===== config.mk =====
export PLATFORM = sky130hd
export DESIGN_NAME = sar_conv_timer
export DESIGN_NICKNAME = d
export VERILOG_FILES = /design/src/rtl/sar_pkg.sv /design/src/rtl/sar_prescaler.sv /design/src/rtl/sar_phase_ctrl.sv /design/src/rtl/sar_bit_engine.sv /design/src/rtl/sar_conv_timer.sv
export SDC_FILE = /design/constraint.sdc
export NUM_CORES = 1
export LEC_CHECK = 0
export BUFFER_PORTS_ARGS = -buffer_cell sky130_fd_sc_hd__buf_2
export CORE_MARGIN = 2
export CORE_UTILIZATION = 56
export CTS_BUF_LIST = sky130_fd_sc_hd__clkbuf_16
export CTS_CLUSTER_SIZE = 12
export DETAILED_ROUTE_END_ITERATION = 16
export GPL_TIMING_DRIVEN = 0
export PLACE_DENSITY_LB_ADDON = 0.12
export SLEW_MARGIN = 20
export SYNTH_ARGS = -nofsm -noshare
export SYNTH_HDL_FRONTEND = slang
export SYNTH_SLANG_ARGS = --single-unit

===== constraint.sdc =====
create_clock -name clk -period 3 [get_ports clk]
set_clock_uncertainty 0.05 [all_clocks]
set_input_delay 0 -clock clk [delete_from_list [all_inputs] [get_ports clk]]
set_output_delay 0 -clock clk [all_outputs]
set_load 0.005 [all_outputs]

===== src/rtl/sar_pkg.sv =====
package sar_pkg;

  typedef enum logic [2:0] {
    ST_IDLE  = 3'd0,
    ST_SMP1  = 3'd1,
    ST_SMP2  = 3'd2,
    ST_CONV  = 3'd3,
    ST_DONE  = 3'd4
  } sar_state_e;

  // Fixed length of the first sampling phase, in conversion clocks.
  localparam int unsigned SMP1_TICKS = 2;

endpackage


===== src/rtl/sar_prescaler.sv =====
module sar_prescaler #(
  parameter int unsigned PRS_W = 5
) (
  input  logic             clk,
  input  logic             rst_n,
  input  logic             clr,
  input  logic [PRS_W-1:0] prs,
  output logic             tick
);
  localparam int unsigned CNT_W = PRS_W + 1;

  logic [CNT_W-1:0] cnt;
  logic [CNT_W-1:0] lim;

  // Period is 2*(prs+1) bus cycles: terminal count is 2*prs+1.
  assign lim  = {prs, 1'b1};
  assign tick = (cnt == lim);

  always_ff @(posedge clk or negedge rst_n) begin
    if (!rst_n) begin
      cnt <= '0;
    end else if (clr || tick) begin
      cnt <= '0;
    end else begin
      cnt <= cnt + CNT_W'(1);
    end
  end
endmodule


===== src/rtl/sar_phase_ctrl.sv =====
module sar_phase_ctrl
  import sar_pkg::*;
#(
  parameter int unsigned RES_MAX = 10,
  parameter int unsigned RES_MIN = 8,
  parameter int unsigned SMP_W   = 2,
  localparam int unsigned IDX_W  = $clog2(RES_MAX),
  localparam int unsigned SMP2_MAX = 2 << ((1 << SMP_W) - 1),
  localparam int unsigned PH_W   = $clog2((RES_MAX > SMP2_MAX) ? RES_MAX : SMP2_MAX) + 1
) (
  input  logic             clk,
  input  logic             rst_n,
  input  logic             go,
  input  logic             kill,
  input  logic             tick,
  input  logic [SMP_W-1:0] smp_sel,
  input  logic             res8,
  output sar_state_e       state,
  output logic [IDX_W-1:0] trial_idx,
  output logic             load_msb,
  output logic             trial_en,
  output logic             last_trial
);
  logic [PH_W-1:0] ph;
  logic [PH_W-1:0] smp2_end;
  logic [PH_W-1:0] conv_end;
  logic            smp1_last;
  logic            smp2_last;
  logic            hold_off;

  assign smp2_end   = (PH_W'(2) << smp_sel) - PH_W'(1);
  assign conv_end   = res8 ? PH_W'(RES_MIN - 1) : PH_W'(RES_MAX - 1);
  assign smp1_last  = (ph == PH_W'(SMP1_TICKS - 1));
  assign smp2_last  = (ph == smp2_end);
  assign last_trial = (ph == conv_end);
  assign trial_idx  = ph[IDX_W-1:0];
  assign hold_off   = go || kill;

  assign load_msb = (state == ST_SMP2) && tick && smp2_last && !hold_off;
  assign trial_en = (state == ST_CONV) && tick && !hold_off;

  always_ff @(posedge clk or negedge rst_n) begin
    if (!rst_n) begin
      state <= ST_IDLE;
      ph    <= '0;
    end else if (kill) begin
      state <= ST_IDLE;
      ph    <= '0;
    end else if (go) begin
      state <= ST_SMP1;
      ph    <= '0;
    end else begin
      unique case (state)
        ST_SMP1: if (tick) begin
          if (smp1_last) begin
            state <= ST_SMP2;
            ph    <= '0;
          end else begin
            ph <= ph + PH_W'(1);
          end
        end
        ST_SMP2: if (tick) begin
          if (smp2_last) begin
            state <= ST_CONV;
            ph    <= '0;
          end else begin
            ph <= ph + PH_W'(1);
          end
        end
        ST_CONV: if (tick) begin
          if (last_trial) begin
            state <= ST_DONE;
            ph    <= '0;
          end else begin
            ph <= ph + PH_W'(1);
          end
        end
        ST_DONE: state <= ST_IDLE;
        default: state <= ST_IDLE;
      endcase
    end
  end
endmodule


===== src/rtl/sar_bit_engine.sv =====
module sar_bit_engine #(
  parameter int unsigned RES_MAX = 10,
  localparam int unsigned IDX_W  = $clog2(RES_MAX)
) (
  input  logic               clk,
  input  logic               rst_n,
  input  logic               clr,
  input  logic               load_msb,
  input  logic               trial_en,
  input  logic               last,
  input  logic [IDX_W-1:0]   idx,
  input  logic               cmp_hi,
  output logic [RES_MAX-1:0] sar,
  output logic [RES_MAX-1:0] result
);
  logic [RES_MAX-1:0] sar_nxt;

  // Bit i is under trial when idx == RES_MAX-1-i; it is armed as the
  // following trial bit when idx == RES_MAX-2-i and the trial is not last.
  for (genvar i = 0; i < RES_MAX; i++) begin : g_bit
    localparam int unsigned OWN_IDX = RES_MAX - 1 - i;
    logic on_trial;
    logic arm_next;

    assign on_trial = (idx == IDX_W'(OWN_IDX));
    if (i + 1 < RES_MAX) begin : g_arm
      assign arm_next = (idx == IDX_W'(OWN_IDX - 1)) && !last;
    end else begin : g_top
      assign arm_next = 1'b0;
    end

    always_comb begin
      sar_nxt[i] = sar[i];
      if (clr) begin
        sar_nxt[i] = 1'b0;
      end else if (load_msb) begin
        sar_nxt[i] = (i == RES_MAX - 1);
      end else if (trial_en) begin
        if (on_trial) begin
          sar_nxt[i] = !cmp_hi;
        end else if (arm_next) begin
          sar_nxt[i] = 1'b1;
        end
      end
    end
  end

  always_ff @(posedge clk or negedge rst_n) begin
    if (!rst_n) begin
      sar    <= '0;
      result <= '0;
    end else begin
      sar <= sar_nxt;
      if (trial_en && last) begin
        result <= sar_nxt;
      end
    end
  end
endmodule


===== src/rtl/sar_conv_timer.sv =====
module sar_conv_timer
  import sar_pkg::*;
#(
  parameter int unsigned PRS_W   = 5,
  parameter int unsigned SMP_W   = 2,
  parameter int unsigned RES_MAX = 10,
  parameter int unsigned RES_MIN = 8
) (
  input  logic               clk,
  input  logic               rst_n,
  input  logic               start,
  input  logic               abort,
  input  logic [PRS_W-1:0]   prescale,
  input  logic [SMP_W-1:0]   smp_sel,
  input  logic               res8,
  input  logic               cmp_hi,
  output logic               sampling,
  output logic [RES_MAX-1:0] dac_code,
  output logic               busy,
  output logic               done,
  output logic [RES_MAX-1:0] result
);
  localparam int unsigned IDX_W = $clog2(RES_MAX);
  localparam int unsigned CFG_W = PRS_W + SMP_W + 1;

  logic [CFG_W-1:0] cfg_now;
  logic [CFG_W-1:0] cfg_q;
  logic             cfg_chg;
  logic             kill;
  logic             go;
  logic             tick;
  sar_state_e       state;
  logic [IDX_W-1:0] trial_idx;
  logic             load_msb;
  logic             trial_en;
  logic             last_trial;

  assign cfg_now = {prescale, smp_sel, res8};
  assign cfg_chg = (cfg_now != cfg_q);
  assign kill    = abort || cfg_chg;
  assign go      = start && !kill;

  always_ff @(posedge clk or negedge rst_n) begin
    if (!rst_n) cfg_q <= '0;
    else        cfg_q <= cfg_now;
  end

  sar_prescaler #(.PRS_W(PRS_W)) u_div (
    .clk   (clk),
    .rst_n (rst_n),
    .clr   (go || kill),
    .prs   (prescale),
    .tick  (tick)
  );

  sar_phase_ctrl #(
    .RES_MAX (RES_MAX),
    .RES_MIN (RES_MIN),
    .SMP_W   (SMP_W)
  ) u_ctrl (
    .clk        (clk),
    .rst_n      (rst_n),
    .go         (go),
    .kill       (kill),
    .tick       (tick),
    .smp_sel    (smp_sel),
    .res8       (res8),
    .state      (state),
    .trial_idx  (trial_idx),
    .load_msb   (load_msb),
    .trial_en   (trial_en),
    .last_trial (last_trial)
  );

  sar_bit_engine #(.RES_MAX(RES_MAX)) u_bits (
    .clk      (clk),
    .rst_n    (rst_n),
    .clr      (go),
    .load_msb (load_msb),
    .trial_en (trial_en),
    .last     (last_trial),
    .idx      (trial_idx),
    .cmp_hi   (cmp_hi),
    .sar      (dac_code),
    .result   (result)
  );

  assign busy     = (state != ST_IDLE);
  assign done     = (state == ST_DONE);
  assign sampling = (state == ST_SMP1) || (state == ST_SMP2);
endmodule


==> flow_summary_export.csv <==
group,metric,value,unit
floorplanning,die_w,68.3,µm
sta,hold_viol_final,0,
global_routing,grt_pass1_wl,9110,µm
placed_design,pre_cts_ws,332,ps
cts,cts_tree,"built",
setup_path,critPathArrivalTime,2870,ps
setup_path,rrSetupSlack,310,ps
min_path,min_path_cells,5,
sta,tns,0,ps
cts,clockBufferDepth,2,
setup_path,rr_worst_depth,7,
global_routing,grt_pass1_vias,1883,
routing,vias,1998,
cts,clock_latency,280,ps
sta,period_needed,2750,ps
routing,viasPerCell,5.79,
sta,setup_viol,0,
logic_synthesis,synth_top_cell_by_area,"dfrtp_1",
routing,wl_per_cell,16.3,µm
min_path,hold_path.startpoint,"abort",
global_routing,antenna_found_initial,0,
placed_design,gp_congestion,0.940,
outcome,outcome,"complete, no violations",
layout,n_antenna_cell,0,
logic_synthesis,synth_common_cells,"42 x dfrtp_1, 22 x nor2_1, 19 x nand2_1",
floorplanning,num_rows,23,
routing,drt_iter0_drc,164,
power_and_ir_drop,pwr-share-seq,50.0,%
sta,fmax,0.363,GHz
logic_synthesis,syn_nets,260,
power_and_ir_drop,powerDensity,413,nW/µm²
logic_synthesis,syn_area,2320,µm²
setup_path,r2r-start,"cfg_q[0]",
logic_synthesis,syn_inst,242,
floorplanning,io_pins,36,
logic_synthesis,syn_area_per_cell,9.58,µm²
min_path,whs_endpoint,"u_bits.sar[9]",
global_routing,track_usage,26.7,%
power_and_ir_drop,intPower,902,µW
cts,post_cts_buffers,0,
layout,nets,312,
routing,wl,5620,µm
power_and_ir_drop,clockPowerShare,44.3,%
sta,holdWs,127,ps
logic_synthesis,synth_edf_count,0,
routing,drc,0,
setup_path,crit_type,"input port to flop",
routing,antenna_left,0,
logic_synthesis,yosysWarnings,0,
min_path,hold_class,"input port to flop",
cts,htreeDepth,2,
setup_path,cp_top_family,"simple AND/OR/NAND/NOR gates",
sta,final_max_slew_viol_count,0,
logic_synthesis,synth_area_leaders,"dfrtp_1 45%, xor2_1 3.8%, nor2_1 3.6%",
sta,post-route-period-util,91.8,%
setup_path,end_kind,"flop",
setup_path,startpoint_type,"input port",
cts,clock-root-buffer,"clkbuf_16",
power_and_ir_drop,p_switching,251,µW
logic_synthesis,synth_most_common_cell,"dfrtp_1",
floorplanning,initial_core_util,58.0,%
setup_path,path_max_fanout,10,
setup_path,cpMostUsedCell,"buf_2",
power_and_ir_drop,switching_share,21.8,%
layout,drive_gt1_share,20.0,%
setup_path,cpPeakStageDelay,560,ps
floorplanning,die-area,4670,µm²
setup_path,cp_slowest_cell,"or4_4",
logic_synthesis,synth.top_cell.area_share,45.3,%
global_routing,gr-total-overflow,0,
layout,fin_util,69.8,%
power_and_ir_drop,ir_drop,0.000276,V
logic_synthesis,synth_cell_type_count,52,
floorplanning,core,4000,µm²
power_and_ir_drop,power.leakage,0.00128,µW
cts,clk_pin_slew,60,ps
run,maxCapViolations,0,
setup_path,worstPathRequired,3120,ps
layout,syn2layout_area_growth,20.5,%
setup_path,path_buf_inv,3,
logic_synthesis,ys.flop_type,"dfrtp_1",
global_routing,grt_max_degree,43,
floorplanning,die_y,68.3,µm
sta,setup_ws,247,ps
cts,cts_buffers,5,
placed_design,portBuffers,35,
placed_design,hpwl,3910,µm
logic_synthesis,ys_seq_area_share,45.3,%
cts,cts_sinks,42,
logic_synthesis,synth-seq-cells,42,
sta,worst_pin_slew,932,ps
sta,slew_headroom,37.9,%
sta,rsz0062_at_grt,"false",
logic_synthesis,synth_async_sr_flop_share,100,%
power_and_ir_drop,combinationalPowerShare,5.7,%
setup_path,worstReg2RegEnd,"u_bits.result[9]",
routing,firstDrtPassIters,4,
power_and_ir_drop,power,1150,µW
setup_path,path_cells,"dlygate4sd3_1 > buf_2 > xor2_1 > or4_4 > nor4_1 > buf_2 > nand4_1 > mux2i_1 > mux2_2",
stage by stage:
step / area (µm²) / instances
floorplan: 2320 / 242
global placement: 2560 / 327
detailed placement: 2560 / 327
CTS: 2790 / 345
global route: 2790 / 345
finish: 2790 / 345
placed cells by master, fill, tap and decap left out, drive strengths merged, types with 3 or more instances in the layout:
cell type / synthesis / layout
dfrtp: 42 / 42
buf: 4 / 39
nor2: 22 / 22
nand2: 19 / 19
clkbuf: 8 / 13
o21ai: 12 / 12
nor3: 11 / 11
xor2: 10 / 10
nand3: 10 / 10
dlygate4sd3: 0 / 10
a31oi: 9 / 9
xnor2: 8 / 8
inv: 6 / 7
or3: 6 / 6
a21o: 6 / 6
nand4: 5 / 5
nor2b: 5 / 5
ha: 5 / 5
mux2: 4 / 4
and2: 4 / 4
a21oi: 4 / 4
or2: 3 / 3
nor4: 3 / 3
nand2b: 3 / 3
metal layers:
layer / part of all wire [%] / vias to the layer above / routed length [µm] / global-route usage, %
met5: 0 / - / 0 / 0
li1: - / 974 / - / -
met1: 47 / 957 / 2640 / 37.6
met2: 46 / 59 / 2610 / 41.4
met4: 1.2 / 0 / 70 / 8.00
met3: 5.4 / 8 / 302 / 5.43
area by class of cell:
type                    instances  area [µm²]
well taps                      50        62.6
plain buffers                  12        52.6
clock buffers                   5         125
inverters                       6        22.5
multi-input cells             182        1190
flip-flops and latches         42        1050
fillers                       335        1210
clock inverters                 3        12.5
repair buffers                 45         275
cell families after synthesis:
logic type                 after synthesis  synth area share, %
AOI/OAI and AO/OA                       50                 15.5
buffers and inverters                   18                 3.24
xor gates and xnor gates                18                 6.80
muxes                                    6                 2.81
DFF                                     42                 45.3
adders and majority gates                5                 2.70
and+or+nand+nor                        103                 23.6
registers in the layout (all words and copies together), names as in the netlist:
signal / cells
u_ctrl.state: 3
cfg_q: 8
u_bits.result: 10
u_ctrl.ph: 5
u_bits.sar: 10
u_div.cnt: 6
timing repair:
action / CTS / global route
gates resized for setup: 0 / 0
setup endpoints to repair: 0 / 0
hold buffers: 10 / 0
endpoints found under the hold margin: 51 / 0
worst register-to-register path, stage by stage, from the launching register on:
cell	delay, ps
dfrtp_1	370
xor2_1	170
or4_4	560
nor4_1	470
buf_2	330
nand4_1	160
mux2i_1	190
mux2_2	270
power by group through the flow:
stage	sequential [µW]	clock, µW	combinational, µW
global route	577	549	73.8
CTS	576	511	66.5
global placement	586	0	55.3
finish	576	511	65.9
floorplan	586	0	22.4
detailed placement	587	0	55.8
worst max-delay path by stage:
stage | start | to | cells past startpoint
after floorplan | cfg_q[0] | u_ctrl.ph[2] | 7
after global placement | u_ctrl.ph[2] | u_bits.result[8] | 7
after detailed placement | cfg_q[0] | u_bits.sar[9] | 7
after CTS | res8 | u_bits.sar[9] | 9
after global routing | res8 | u_bits.sar[9] | 9
final | res8 | u_bits.result[9] | 9
Power figures use the tool's default switching activity.
